### config.mk
export PLATFORM = sky130hd
export DESIGN_NAME = hsens_emu
export DESIGN_NICKNAME = d
export VERILOG_FILES = /design/src/rtl/hsens_emu_pkg.sv /design/src/rtl/hsens_line_sync.sv /design/src/rtl/hsens_start_detect.sv /design/src/rtl/hsens_phase_timer.sv /design/src/rtl/hsens_frame_shift.sv /design/src/rtl/hsens_emu.sv
export SDC_FILE = /design/constraint.sdc
export NUM_CORES = 1
export LEC_CHECK = 0
export BUFFER_PORTS_ARGS = -buffer_cell sky130_fd_sc_hd__buf_2
export CORE_ASPECT_RATIO = 1.75
export CORE_MARGIN = 2
export CORE_UTILIZATION = 50
export DETAILED_ROUTE_END_ITERATION = 6
export PLACE_DENSITY_LB_ADDON = 0.3
export SLEW_MARGIN = 15
export SYNTH_ARGS = -nofsm -noshare
export SYNTH_HDL_FRONTEND = slang
export SYNTH_HIERARCHICAL = 1
export SYNTH_SLANG_ARGS = --single-unit
### constraint.sdc
create_clock -name clk -period 4 [get_ports clk]
set_clock_uncertainty 0.1 [all_clocks]
set_input_delay 0.2 -clock clk [delete_from_list [all_inputs] [get_ports clk]]
set_output_delay 0.2 -clock clk [all_outputs]
set_load 0.01 [all_outputs]
### src/rtl/hsens_emu_pkg.sv
`timescale 1ns/1ps
package hsens_emu_pkg;

   typedef enum logic [2:0] {
      ST_IDLE,
      ST_WAIT,
      ST_PRES_LO,
      ST_PRES_HI,
      ST_BIT_LO,
      ST_BIT_HI,
      ST_END_LO
   } emu_state_e;

   // Rounded-up conversion of a duration in ns to clock cycles.
   function automatic int unsigned cyc_ceil(input int unsigned ns,
                                            input int unsigned period_ns);
      return (ns + period_ns - 1) / period_ns;
   endfunction

   function automatic int unsigned umax(input int unsigned a, input int unsigned b);
      return (a > b) ? a : b;
   endfunction

endpackage

### src/rtl/hsens_line_sync.sv
`timescale 1ns/1ps
module hsens_line_sync #(
   parameter int unsigned STAGES = 3
) (
   input  logic clk,
   input  logic rst_n,
   input  logic line_raw,
   output logic line_s
);
   logic [STAGES-1:0] chain;

   // Released line reads high, so the chain resets to all ones.
   always_ff @(posedge clk or negedge rst_n) begin
      if (!rst_n) chain <= '1;
      else        chain <= {chain[STAGES-2:0], line_raw};
   end

   assign line_s = chain[STAGES-1];
endmodule

### src/rtl/hsens_start_detect.sv
`timescale 1ns/1ps
module hsens_start_detect #(
   parameter int unsigned MIN_CYC = 500
) (
   input  logic clk,
   input  logic rst_n,
   input  logic arm,
   input  logic line_s,
   output logic accept
);
   localparam int unsigned CW = $clog2(MIN_CYC + 1);
   localparam logic [CW-1:0] LIMIT = CW'(MIN_CYC);

   logic [CW-1:0] low_cnt;

   // Counts synchronised low cycles, saturating at the limit.
   always_ff @(posedge clk or negedge rst_n) begin
      if (!rst_n)                 low_cnt <= '0;
      else if (!arm || line_s)    low_cnt <= '0;
      else if (low_cnt != LIMIT)  low_cnt <= low_cnt + 1'b1;
   end

   // First high cycle after a long enough low stretch.
   assign accept = arm && line_s && (low_cnt == LIMIT);
endmodule

### src/rtl/hsens_phase_timer.sv
`timescale 1ns/1ps
module hsens_phase_timer #(
   parameter int unsigned W = 8
) (
   input  logic         clk,
   input  logic         rst_n,
   input  logic         load,
   input  logic [W-1:0] load_val,
   output logic         expired
);
   logic [W-1:0] cnt;

   always_ff @(posedge clk or negedge rst_n) begin
      if (!rst_n)          cnt <= '0;
      else if (load)       cnt <= load_val;
      else if (cnt != '0)  cnt <= cnt - 1'b1;
   end

   assign expired = (cnt == '0);
endmodule

### src/rtl/hsens_frame_shift.sv
`timescale 1ns/1ps
module hsens_frame_shift #(
   parameter int unsigned BITS = 40
) (
   input  logic            clk,
   input  logic            rst_n,
   input  logic            load,
   input  logic [BITS-1:0] word,
   input  logic            advance,
   output logic            cur_bit,
   output logic            last_bit
);
   localparam int unsigned BW = $clog2(BITS + 1);

   logic [BITS-1:0] sr;
   logic [BW-1:0]   left;

   always_ff @(posedge clk or negedge rst_n) begin
      if (!rst_n) begin
         sr   <= '0;
         left <= '0;
      end else if (load) begin
         sr   <= word;
         left <= BW'(BITS);
      end else if (advance) begin
         sr   <= sr << 1;
         left <= left - 1'b1;
      end
   end

   assign cur_bit  = sr[BITS-1];
   assign last_bit = (left == BW'(1));
endmodule

### src/rtl/hsens_emu.sv
`timescale 1ns/1ps
module hsens_emu #(
   parameter int unsigned CLK_PERIOD_NS = 84,
   parameter int unsigned WORD_BITS     = 40,
   parameter int unsigned SYNC_STAGES   = 3,
   parameter int unsigned START_MIN_NS  = 500_000,
   parameter int unsigned RESP_WAIT_NS  = 40_000,
   parameter int unsigned PRES_LOW_NS   = 80_000,
   parameter int unsigned PRES_HIGH_NS  = 80_000,
   parameter int unsigned BIT_LOW_NS    = 50_000,
   parameter int unsigned ZERO_HIGH_NS  = 24_000,
   parameter int unsigned ONE_HIGH_NS   = 68_000,
   parameter int unsigned END_LOW_NS    = 50_000
) (
   input  logic                 clk,
   input  logic                 rst_n,
   input  logic [WORD_BITS-1:0] tx_word,
   input  logic                 line_in,
   output logic                 line_pull_low,
   output logic                 busy,
   output logic                 done
);
   import hsens_emu_pkg::*;

   localparam int unsigned C_START = cyc_ceil(START_MIN_NS, CLK_PERIOD_NS);
   localparam int unsigned C_WAIT  = cyc_ceil(RESP_WAIT_NS, CLK_PERIOD_NS);
   localparam int unsigned C_PL    = cyc_ceil(PRES_LOW_NS,  CLK_PERIOD_NS);
   localparam int unsigned C_PH    = cyc_ceil(PRES_HIGH_NS, CLK_PERIOD_NS);
   localparam int unsigned C_BL    = cyc_ceil(BIT_LOW_NS,   CLK_PERIOD_NS);
   localparam int unsigned C_ZH    = cyc_ceil(ZERO_HIGH_NS, CLK_PERIOD_NS);
   localparam int unsigned C_OH    = cyc_ceil(ONE_HIGH_NS,  CLK_PERIOD_NS);
   localparam int unsigned C_EL    = cyc_ceil(END_LOW_NS,   CLK_PERIOD_NS);
   localparam int unsigned C_MAX   = umax(umax(umax(C_WAIT, C_PL), umax(C_PH, C_BL)),
                                          umax(umax(C_ZH, C_OH), C_EL));
   localparam int unsigned TW      = $clog2(C_MAX + 1);

   // Elaboration-time parameter checks
   if (CLK_PERIOD_NS < 1) begin : g_bad_period
      $error("hsens_emu: CLK_PERIOD_NS must be at least 1");
   end
   if (WORD_BITS < 1) begin : g_bad_width
      $error("hsens_emu: WORD_BITS must be at least 1");
   end
   if (SYNC_STAGES < 2) begin : g_bad_sync
      $error("hsens_emu: SYNC_STAGES must be at least 2");
   end
   if (C_START < 1 || C_WAIT < 1 || C_PL < 1 || C_PH < 1 ||
       C_BL < 1 || C_ZH < 1 || C_EL < 1) begin : g_bad_interval
      $error("hsens_emu: every interval must be at least one cycle");
   end
   if (C_OH <= C_ZH) begin : g_bad_code
      $error("hsens_emu: a one must stay high longer than a zero");
   end

   emu_state_e     state, state_nxt;
   logic           line_s, accept, expired;
   logic           t_load;
   logic [TW-1:0]  t_val;
   logic           sh_load, sh_adv, cur_bit, last_bit;
   logic           done_nxt;

   hsens_line_sync #(.STAGES(SYNC_STAGES)) u_sync (
      .clk      (clk),
      .rst_n    (rst_n),
      .line_raw (line_in),
      .line_s   (line_s)
   );

   hsens_start_detect #(.MIN_CYC(C_START)) u_start (
      .clk    (clk),
      .rst_n  (rst_n),
      .arm    (state == ST_IDLE),
      .line_s (line_s),
      .accept (accept)
   );

   hsens_phase_timer #(.W(TW)) u_timer (
      .clk      (clk),
      .rst_n    (rst_n),
      .load     (t_load),
      .load_val (t_val),
      .expired  (expired)
   );

   hsens_frame_shift #(.BITS(WORD_BITS)) u_shift (
      .clk      (clk),
      .rst_n    (rst_n),
      .load     (sh_load),
      .word     (tx_word),
      .advance  (sh_adv),
      .cur_bit  (cur_bit),
      .last_bit (last_bit)
   );

   // Each state lasts C cycles: the timer is loaded with C-1 on entry.
   always_comb begin
      state_nxt = state;
      t_load    = 1'b0;
      t_val     = '0;
      sh_load   = 1'b0;
      sh_adv    = 1'b0;
      done_nxt  = 1'b0;
      unique case (state)
         ST_IDLE: if (accept) begin
            state_nxt = ST_WAIT;
            t_load    = 1'b1;
            t_val     = TW'(C_WAIT - 1);
            sh_load   = 1'b1;
         end
         ST_WAIT: if (expired) begin
            state_nxt = ST_PRES_LO;
            t_load    = 1'b1;
            t_val     = TW'(C_PL - 1);
         end
         ST_PRES_LO: if (expired) begin
            state_nxt = ST_PRES_HI;
            t_load    = 1'b1;
            t_val     = TW'(C_PH - 1);
         end
         ST_PRES_HI: if (expired) begin
            state_nxt = ST_BIT_LO;
            t_load    = 1'b1;
            t_val     = TW'(C_BL - 1);
         end
         ST_BIT_LO: if (expired) begin
            state_nxt = ST_BIT_HI;
            t_load    = 1'b1;
            t_val     = cur_bit ? TW'(C_OH - 1) : TW'(C_ZH - 1);
         end
         ST_BIT_HI: if (expired) begin
            t_load = 1'b1;
            if (last_bit) begin
               state_nxt = ST_END_LO;
               t_val     = TW'(C_EL - 1);
            end else begin
               state_nxt = ST_BIT_LO;
               t_val     = TW'(C_BL - 1);
               sh_adv    = 1'b1;
            end
         end
         ST_END_LO: if (expired) begin
            state_nxt = ST_IDLE;
            done_nxt  = 1'b1;
         end
         default: state_nxt = ST_IDLE;
      endcase
   end

   always_ff @(posedge clk or negedge rst_n) begin
      if (!rst_n) begin
         state <= ST_IDLE;
         done  <= 1'b0;
      end else begin
         state <= state_nxt;
         done  <= done_nxt;
      end
   end

   assign line_pull_low = (state == ST_PRES_LO) || (state == ST_BIT_LO) ||
                          (state == ST_END_LO);
   assign busy          = (state != ST_IDLE);
endmodule

Yosys cells after proc, flatten, opt, wreduce, memory -nomap -nowiden
Cells that the tools add are included.

Equality and inequality tests: 16. Reductions and logical operators: 17. Multiplexer cells: 31. Add/subtract/negate cells: 3.

Operator list (number): $mux W40 (2); $mux W10 (6); $pmux W10 S4 (1); $mux W13 (2); $mux W3 (7); $pmux W3 S7 (1); $ne A2 B2 Y1 const B (7); $add A13 B1 Y13 const B (1); $eq A13 B13 Y1 const B (1); $ne A13 B13 Y1 const B (1); $mux W6 (2); $logic_not A10 Y1 (1); $reduce_bool A10 Y1 (1); $sub A10 B1 Y10 const B (1); $eq A3 B3 Y1 const B (3); $mux W9 (1); $mux W1 (7); $reduce_and A7 Y1 (1); $eq A3 B2 Y1 const B (2); $eq A6 B1 Y1 const B (1); $reduce_bool A2 Y1 (3); $sub A6 B1 Y6 const B (1); $reduce_or A5 Y1 (1); $reduce_or A2 Y1 (2); 8 further kinds (11).

Word-level logic and storage cells: 74. Register bits after elaboration: 76. Output and inout port bits: 3.

Depth between registers and ports, before layout
Gate-level depths: netlist (run 1).

Depth after elaboration: 6. Depth in mapped cells: 15.

Cells and area by module
Netlist (run 1), hierarchy kept.

Modules (own cells, without submodules): hsens_frame_shift (instances 1, area each 2117.0 um^2, cells an instance 203); hsens_start_detect (instances 1, area each 745.7 um^2, cells an instance 75); hsens_phase_timer (instances 1, area each 594.3 um^2, cells an instance 67); hsens_emu (instances 1, area each 464.2 um^2, cells an instance 69); hsens_line_sync (instances 1, area each 78.8 um^2, cells an instance 3).

Worst setup path before layout (run 1)
OpenSTA, ideal clock, no wires.

Kind: reg-to-reg. Start: reg u_start.low_cnt[5]. End: reg u_timer.cnt[5]. Data arrival time: 2.718 ns. Buffers on the path: 2. Path slack: 1.040 ns. Cell stages (with the launch flop): 14. Period minus slack after synthesis: 2.960 ns. Cell sequence: dfrtp_1 -> or4_4 -> nor4_4 -> and3_2 -> nor2b_1 -> nand2_1 -> inv_1 -> a31oi_1 -> nand2_1 -> clkbuf_1 -> inv_1 -> clkbuf_1 -> nor2_1 -> a211oi_1.

Word-level cells in the longest chain between the ends: 5. Elaborated cells on any way between the ends: 6. Those cells by class: eq/ne: 1; mux: 3; reduce/logical: 2.

RTL lines: from (decl) (RTL line hsens_start_detect.sv:14) `logic [CW-1:0] low_cnt;`; from (signal assigned) (RTL line hsens_start_detect.sv:20) `else if (low_cnt != LIMIT) low_cnt <= low_cnt + 1'b1;`; $eq A13 B13 Y1 * (RTL line hsens_start_detect.sv:24) `assign accept = arm && line_s && (low_cnt == LIMIT);`; $logic_and A1 B1 Y1 * (RTL line hsens_start_detect.sv:24); net accept (RTL line hsens_emu.sv:56) `logic line_s, accept, expired;`; $mux W1 * (RTL line hsens_emu.sv:104) `ST_IDLE: if (accept) begin`; $pmux W1 S2 * (RTL line hsens_emu.sv:103) `unique case (state)`; net t_load (RTL line hsens_emu.sv:57) `logic t_load;`; $mux W10 / $reduce_bool A2 Y1 (equally long branches); to (signal assigned) (RTL line hsens_phase_timer.sv:15) `else if (load) cnt <= load_val;`; to (signal assigned) (RTL line hsens_phase_timer.sv:16) `else if (cnt != '0) cnt <= cnt - 1'b1;`; to (decl) (RTL line hsens_phase_timer.sv:11) `logic [W-1:0] cnt;`.

Mark *: on every way through the listed nets, which the timed path passes. The rest lies on a longest branch. A chain may end at the register's enable or synchronous reset.

Worst setup path after layout (run 1)
Start: reg u_start.low_cnt[5]. End: reg u_shift.sr[0].

Word-level cells in the longest chain between the ends: 5. Elaborated cells on any way between the ends: 6. Those cells by class: eq/ne: 1; mux: 3; reduce/logical: 2.

RTL lines: $eq A13 B13 Y1 * (RTL line hsens_start_detect.sv:24); $logic_and A1 B1 Y1 * (RTL line hsens_start_detect.sv:24); net accept (RTL line hsens_emu.sv:56); $mux W1 * (RTL line hsens_emu.sv:104); $mux W1 * (RTL line hsens_emu.sv:103); net sh_load (RTL line hsens_emu.sv:59) `logic sh_load, sh_adv, cur_bit, last_bit;`; $mux W40 / $reduce_bool A2 Y1 (equally long branches); to (signal assigned) (RTL line hsens_frame_shift.sv:23) `sr <= word;`; to (signal assigned) (RTL line hsens_frame_shift.sv:26) `sr <= sr << 1;`; to (decl) (RTL line hsens_frame_shift.sv:15) `logic [BITS-1:0] sr;`.

Marks and branches as above.

==> flow_summary.json, run 1 <==
{
  "die_area_um2": 8760,
  "cts_num_sinks": 76,
  "wl_per_cell_um": 14.0,
  "syn-cell-area_um2": 4000,
  "grt_pass1_vias": 3192,
  "detailroute.wirelength.met2_mm": 4.63,
  "io_pins": 46,
  "synth_nets": 465,
  "critical_path_required_ns": 4.08,
  "synth-edff-count": 0,
  "dpl.cell_count": 533,
  "drv_cap": 0,
  "dpl-instance-area_um2": 4270,
  "finalCoreUtilization_pct": 63.0,
  "initialDrtViolationCount": 156,
  "p_per_area_nw_per_um2": 323,
  "path_clk_slew_ns": 0.05,
  "routed_vias_inst": 5.43,
  "dieWidth_um": 71.6,
  "number_of_setup_buffers_added_after_cts": 0,
  "max_slew_margin_pct": 37.4,
  "maxClockFrequency_mhz": 323,
  "synth_cell_type_count": 45,
  "start_kind": "flop",
  "setup_total_negative_slack_ns": 0,
  "final_hold_slack_ns": 0.0168,
  "combPwrFrac_pct": 5.0,
  "postSynth.topFlopCell": "sky130_fd_sc_hd__dfrtp_1",
  "final_net_count": 542,
  "post_route_wl_mm": 8.22,
  "arrival_worst_endpoint_ns": 3.18,
  "iteration_count_of_the_initial_detailed_routing_pass": 4,
  "crit_start": "u_start/low_cnt[5]",
  "diodes": 0,
  "power_switching_mw": 0.326,
  "rsz0062_at_grt": "false",
  "core_region_um2": 7860,
  "port_buffers": 45,
  "cells_after_synth": 417,
  "finalHoldViolations": 0,
  "initial_utilization_pct": 50.9,
  "switching_share_pct": 20.4,
  "post-route-period-util_pct": 77.5,
  "transition_at_the_pin_with_the_smallest_max_transition_slack_ns": 0.939,
  "setup_viol_count_final": 0,
  "tritoncts.num_buffers": 9,
  "ys_seq_area_share_pct": 47.6,
  "postCtsResizedCells": 0,
  "grt.overflow.total": 0,
  "met3RoutedLength_um": 221,
  "grtUsageTotal_pct": 20.9,
  "gp_routability_congestion": 0.815,
  "postSynth.asyncResetShare_pct": 100,
  "seqPwrFrac_pct": 48.7,
  "cp_max_fo": 86,
  "cts_tree": "yes",
  "m1WireLength_mm": 3.24,
  "total_number_of_yosys_warnings": 6,
  "run_status": "complete, no violations",
  "stdcell_count": 589,
  "clock_tree.htree_level_count": 3,
  "syn_area_per_cell_um2": 9.59,
  "detail_route.drc_violations": 0,
  "final_layout_size_suffix_gt1_share_pct": 16.2,
  "floorplan.die.height_um": 122,
  "power.clock.fraction_pct": 46.3,
  "timing_max_transition_violations_final": 0,
  "max-clock-path-buffers": 2,
  "dp_hpwl_mm": 5.11,
  "leakage_power_of_the_design_nw": 1.98,
  "worstHoldStart": "tx_word[29]",
  "finalCriticalPeriod_ns": 3.10,
  "vias": 3196,
  "number_of_antenna_violations_at_the_first_check_in_global_routing": 0,
  "worst_ir_drop_vdd_v": 0.000287,
  "grt_first_pass_wirelength_mm": 14.3,
  "post-route-cell-area_um2": 4950,
  "dr.max_layer_used": "met4",
  "clk_latency_ns": 0.33,
  "postRouteAntennaNets": 0,
  "critical_path.endpoint_type": "flop",
  "critical_path.reg2reg.startpoint": "u_start/low_cnt[5]",
  "grt_max_degree": 87,
  "cts-root-buf": "sky130_fd_sc_hd__clkbuf_16",
  "postSynthRegisterBits": 76,
  "hold_path.class": "in2reg",
  "floorplan.rows": 43,
  "int_pwr_mw": 1.27,
  "setup.worst_path.class": "reg2reg",
  "syn2layout_area_growth_pct": 23.7
}
-- area by class of cell --
| cell class | count | area [um2] |
|---|---|---|
| well taps | 90 | 113 |
| multi-input cells | 302 | 1920 |
| fillers | 607 | 2910 |
| flip-flops and latches | 76 | 1910 |
| clock buffers | 12 | 256 |
| repair buffers | 91 | 673 |
| inverters | 14 | 52.6 |
| clock inverters | 4 | 23.8 |
-- cells by family after synthesis --
family | Yosys count | synth area share (%)
AO/OA/AOI/OAI | 90 | 12.5
buffers and inverters | 39 | 4.41
flip-flops | 76 | 47.6
multiplexers | 48 | 12.2
AND/OR/NAND/NOR | 149 | 19.5
XOR/XNOR | 10 | 2.19
adder cells (fa/ha/maj) | 5 | 1.56
-- flip-flops by register name, summed over array words and instances, names as in the netlist --
| register | count |
|---|---|
| state | 3 |
| done | 1 |
| u_sync/chain | 3 |
| u_shift/sr | 40 |
| u_timer/cnt | 10 |
| u_shift/left | 6 |
| u_start/low_cnt | 13 |
-- worst max-delay path, stage by stage (launching register included) --
cell                       delay, ns
sky130_fd_sc_hd__dfrtp_1        0.43
sky130_fd_sc_hd__or4_4          0.56
sky130_fd_sc_hd__nor4_4         0.38
sky130_fd_sc_hd__and3_2         0.25
sky130_fd_sc_hd__nor2b_1        0.21
sky130_fd_sc_hd__nand2_1        0.11
sky130_fd_sc_hd__inv_2          0.07
sky130_fd_sc_hd__buf_4          0.54
sky130_fd_sc_hd__nand2b_1       0.20
sky130_fd_sc_hd__o21ai_0        0.08
-- path summary, 6_finish.rpt --
check | slack, ns | endpoint | cells after the start
max in group asynchronous | 2.74 | u_timer/cnt[8] | 2
worst min-delay path | 0.02 | u_shift/sr[29] | 3
worst max-delay path | 0.90 | u_shift/sr[0] | 9
worst max register to register | 0.90 | u_shift/sr[0] | 9
min in group asynchronous | 0.44 | u_shift/sr[3] | 2
worst min register to register | 0.25 | u_sync/chain[2] | 0
-- cell usage in the layout (no fill, tap or decap), types with 2 or more instances in the layout --
| cell | instances |
|---|---|
| sky130_fd_sc_hd__a211oi_1 | 5 |
| sky130_fd_sc_hd__a21oi_1 | 16 |
| sky130_fd_sc_hd__buf_2 | 44 |
| sky130_fd_sc_hd__buf_4 | 7 |
| sky130_fd_sc_hd__clkbuf_16 | 9 |
| sky130_fd_sc_hd__clkbuf_8 | 2 |
| sky130_fd_sc_hd__clkinv_2 | 3 |
| sky130_fd_sc_hd__dfrtp_1 | 73 |
| sky130_fd_sc_hd__dfstp_2 | 3 |
| sky130_fd_sc_hd__dlygate4sd3_1 | 40 |
| sky130_fd_sc_hd__ha_1 | 5 |
| sky130_fd_sc_hd__inv_1 | 13 |
| sky130_fd_sc_hd__mux2i_1 | 46 |
| sky130_fd_sc_hd__nand2_1 | 65 |
| sky130_fd_sc_hd__nand2b_1 | 9 |
| sky130_fd_sc_hd__nand3_1 | 7 |
| sky130_fd_sc_hd__nand3b_1 | 2 |
| sky130_fd_sc_hd__nand4_1 | 3 |
| sky130_fd_sc_hd__nor2_1 | 22 |
| sky130_fd_sc_hd__nor2b_1 | 11 |
| sky130_fd_sc_hd__nor3_1 | 5 |
| sky130_fd_sc_hd__nor4_1 | 3 |
| sky130_fd_sc_hd__nor4_4 | 2 |
| sky130_fd_sc_hd__o211ai_1 | 2 |
| sky130_fd_sc_hd__o21ai_0 | 55 |
| sky130_fd_sc_hd__o31ai_1 | 7 |
| sky130_fd_sc_hd__or3_1 | 3 |
| sky130_fd_sc_hd__or3b_1 | 2 |
| sky130_fd_sc_hd__or4_1 | 5 |
| sky130_fd_sc_hd__xnor2_1 | 5 |
| sky130_fd_sc_hd__xor2_1 | 5 |
-- power groups by stage --
stage	combinational (mW)	sequential, mW	clock [mW]
2_1_floorplan	0.0118	0.791	0
3_3_place_gp	0.0484	0.792	0
3_5_place_dp	0.0491	0.792	0
4_1_cts	0.0789	0.779	0.763
5_1_grt	0.0880	0.779	0.792
6_report	0.0795	0.779	0.739
-- metrics by stage --
step           power (mW)  worst slack, ns
4_1_cts              1.62            0.894
2_1_floorplan       0.803             1.04
5_1_grt              1.66            0.650
6_report             1.60            0.902
3_5_place_dp        0.841            0.912
3_3_place_gp        0.840            0.975
-- cells in the mapped netlist (all sizes together) (3+ instances only) --
cell	instances	area (um2)
nor2	22	82.6
nor4	5	61.3
nand4	3	18.8
xor2	5	43.8
xnor2	5	43.8
o31ai	7	52.6
clkbuf	12	45.0
a21oi	16	80.1
nand2b	9	56.3
nor3	6	30.0
a211oi	5	37.5
or3	4	26.3
o21ai	56	280
dfstp	3	78.8
ha	5	62.6
dfrtp	73	1830
nand2	65	244
buf	13	78.8
mux2i	46	460
nand3	7	35.0
or4	6	48.8
nor2b	11	68.8
inv	14	52.6
-- layer usage --
metal | vias to the layer above | track usage [%]
li1 | 1604 | -
met1 | 1529 | 24.7
met2 | 56 | 36.6
met3 | 7 | 4.52
met4 | 0 | 8.37
met5 | - | 0
-- repair_timing --
action,in CTS,in global routing
hold buffers,40,0
hold endpoints to repair,112,0
setup endpoints to repair,0,0
Power figures use the tool's default switching activity.
==> run 2, diff against run 1 <==
- ABC_AREA: unset -> 1
- clock period: 4 -> 3.1 ns (I/O delays scaled with it)
==> run 2 against run 1 <==
Against the previous run:
- core utilization up 1.0 points
- non-clock buffer count up 1
- total power up 36%
- synthesized area up 0.94%
- sequential power up 28%
- worst setup slack worse by 0.52 ns
- clock power up 43%
- critical path depth up 4
==> flow_summary.json, run 2 <==
{
  "number_of_antenna_violations_at_the_first_check_in_global_routing": 0,
  "synth-edff-count": 0,
  "final-seq-area_um2": 1910,
  "synthTopCellsByCount": "sky130_fd_sc_hd__nand2_1, sky130_fd_sc_hd__dfrtp_1, sky130_fd_sc_hd__nand3_1",
  "setup_total_negative_slack_ns": 0,
  "syn2layout_area_growth_pct": 25.3,
  "rsz0062_at_grt": "false",
  "critical-path-slowest-cell": "sky130_fd_sc_hd__nor3_1",
  "totalPowerFinal_mw": 2.17,
  "postSynthRegisterBits": 76,
  "multiInputGateArea_um2": 1870,
  "grt_first_pass_wirelength_mm": 15.7,
  "largest_register_ffs": 40,
  "cts_num_sinks": 76,
  "int_pwr_mw": 1.75,
  "synthMostInstantiatedCell": "sky130_fd_sc_hd__nand2_1",
  "crit_path_frequent_cell": "sky130_fd_sc_hd__inv_1",
  "floorplan.rows": 43,
  "final_hold_slack_ns": 0.255,
  "syn-cell-area_um2": 4040,
  "drv_cap": 0,
  "finalCoreUtilization_pct": 64.0,
  "leakage_power_of_the_design_nw": 2.46,
  "fillerInstances": 615,
  "cp_max_fo": 15,
  "largest_register": "u_shift/sr",
  "setup.worst_path.class": "reg2reg",
  "maxClockFrequency_mhz": 368,
  "arrival_worst_endpoint_ns": 2.83,
  "synth_top_cell_area_share_pct": 45.2,
  "worstPathCellList": "inv_1 > ha_1 > inv_1 > nor2_2 > nand4_2 > nor2_2 > inv_1 > nor3_1 > nor2_4 > nor2_1 > nand2_1 > nand2_1 > nand3_1",
  "critical_path.endpoint_type": "flop",
  "dpl.cell_count": 652,
  "setup_viol_count_final": 0,
  "max_slew_margin_pct": 35.5,
  "finalCriticalPeriod_ns": 2.72,
  "worst_ir_drop_vdd_v": 0.000379,
  "clk_latency_ns": 0.33,
  "postRouteAntennaNets": 0,
  "diodes": 0,
  "postSynth.asyncResetShare_pct": 100,
  "synth.area.top_cells": "sky130_fd_sc_hd__dfrtp_1, sky130_fd_sc_hd__nand2_1, sky130_fd_sc_hd__nand3_1, sky130_fd_sc_hd__nor2_1, sky130_fd_sc_hd__inv_1",
  "path_clk_slew_ns": 0.06,
  "iteration_count_of_the_initial_detailed_routing_pass": 5,
  "grt_pass1_vias": 3619,
  "dp_hpwl_mm": 5.56,
  "postSynth.topFlopCell": "sky130_fd_sc_hd__dfrtp_1",
  "combPwrFrac_pct": 4.9,
  "detail_route.drc_violations": 0,
  "timing_max_transition_violations_final": 0,
  "most-common-layout-cells": "sky130_fd_sc_hd__nand2_1, sky130_fd_sc_hd__dfrtp_1, sky130_fd_sc_hd__nand3_1",
  "stdcell_count": 709,
  "max-clock-path-buffers": 2,
  "grtUsageTotal_pct": 22.9,
  "grt.overflow.total": 0,
  "start_kind": "flop",
  "timing.final.ws_setup_ns": 0.384,
  "post-route-period-util_pct": 87.6,
  "port_buffers": 45,
  "synthDominantAreaCellType": "sky130_fd_sc_hd__dfrtp_1",
  "hold_path.class": "reg2reg",
  "seqPwrFrac_pct": 46.2,
  "initialDrtViolationCount": 194,
  "switching_share_pct": 19.7,
  "total_number_of_yosys_warnings": 6,
  "post_route_wl_mm": 8.98,
  "tritoncts.num_buffers": 9,
  "die_area_um2": 8840,
  "core_region_um2": 7910,
  "top_regs": "u_shift/sr: 40 flops, u_start/low_cnt: 13 flops, u_timer/cnt: 10 flops",
  "post-route-cell-area_um2": 5060,
  "final_layout_size_suffix_gt1_share_pct": 17.8,
  "grt_max_degree": 77,
  "wl_per_cell_um": 12.7,
  "syn_area_per_cell_um2": 7.65,
  "run_status": "complete, no violations",
  "p_per_area_nw_per_um2": 429,
  "vias": 3681,
  "final_net_count": 663,
  "synth_cell_type_count": 33,
  "power_switching_mw": 0.428,
  "critical_path_required_ns": 3.22,
  "postCtsResizedCells": 0,
  "floorplan.die.height_um": 123,
  "power.clock.fraction_pct": 48.9,
  "initial_utilization_pct": 51.1,
  "timing.critical_path.slowest_cell_delay_ns": 0.45,
  "cts-root-buf": "sky130_fd_sc_hd__clkbuf_16",
  "gp_routability_congestion": 0.853,
  "cts_tree": "yes",
  "ys_seq_area_share_pct": 47.2,
  "dpl-instance-area_um2": 4340,
  "io_pins": 46,
  "layout.cells.most_common": "sky130_fd_sc_hd__nand2_1",
  "finalHoldViolations": 0,
  "pre_cts_slack_ns": 0.395,
  "synth_nets": 576,
  "routed_vias_inst": 5.19,
  "dieWidth_um": 71.9,
  "transition_at_the_pin_with_the_smallest_max_transition_slack_ns": 0.967,
  "clock_tree.htree_level_count": 3,
  "cells_after_synth": 528
}
## run 2: changes by cell type after synthesis, sizes merged, moves of 11 or more
cell,delta
nand3,+59
nor2,+34
nand2,+145
nor2b,-11
mux2i,-46
inv,+32
o21ai,-41
## run 2: layout make-up
class	count	area share, %
flip-flops and latches	76	37.7
multi-input cells	390	36.9
repair buffers	92	13.8
clock buffers	14	5.41
inverters	46	3.41
well taps	90	2.22
clock inverters	1	0.593
## run 2: repair_timing
item                      CTS  global route
buffers inserted            0             0
hold buffers               42             0
hold endpoints to repair  114             0
## run 2: layer usage
layer | global-route usage [%] | part of all wire [%] | vias up
met3 | 5.58 | 4.0 | 23
met1 | 25.8 | 40 | 1709
li1 | - | - | 1842
met5 | 0 | 0 | -
met2 | 40.2 | 54 | 107
met4 | 10.3 | 2.8 | 0
## run 2: worst paths after layout
check,startpoint,end,cells after the start,slack [ns]
max in group asynchronous,rst_n,u_timer/cnt[6],2,1.85
min in group asynchronous,rst_n,u_start/low_cnt[3],2,0.39
worst max register to register,u_timer/cnt[0],u_shift/left[5],13,0.38
worst max-delay path,u_timer/cnt[0],u_shift/left[5],13,0.38
worst min-delay path,u_sync/chain[1],u_sync/chain[2],0,0.25
worst min register to register,u_sync/chain[1],u_sync/chain[2],0,0.25
## run 2: kinds of logic (layout without fill, tap and decap cells)
family	Yosys count	in the layout	synth area share (%)
compound gates	27	27	3.56
xor+xnor	5	5	1.08
fa+ha+maj	5	5	1.55
buf+inv	62	153	6.54
flops	76	76	47.2
simple gates	353	353	40.1
## run 2: power groups by stage
| stage | clock network (mW) | registers (mW) | logic (mW) |
|---|---|---|---|
| after detailed placement | 0 | 1.02 | 0.0644 |
| after global placement | 0 | 1.02 | 0.0639 |
| final | 1.06 | 1.00 | 0.106 |
| after global routing | 1.13 | 1.01 | 0.120 |
| after floorplan | 0 | 1.02 | 0.0152 |
| after CTS | 1.08 | 1.00 | 0.105 |
## run 2: critical path, delay by kind of cell, from the launching register on
kind	cells	cell delay, ns
adders and majority gates	1	0.22
buffers and inverters	3	0.34
DFF	1	0.38
and+or+nand+nor	9	1.57
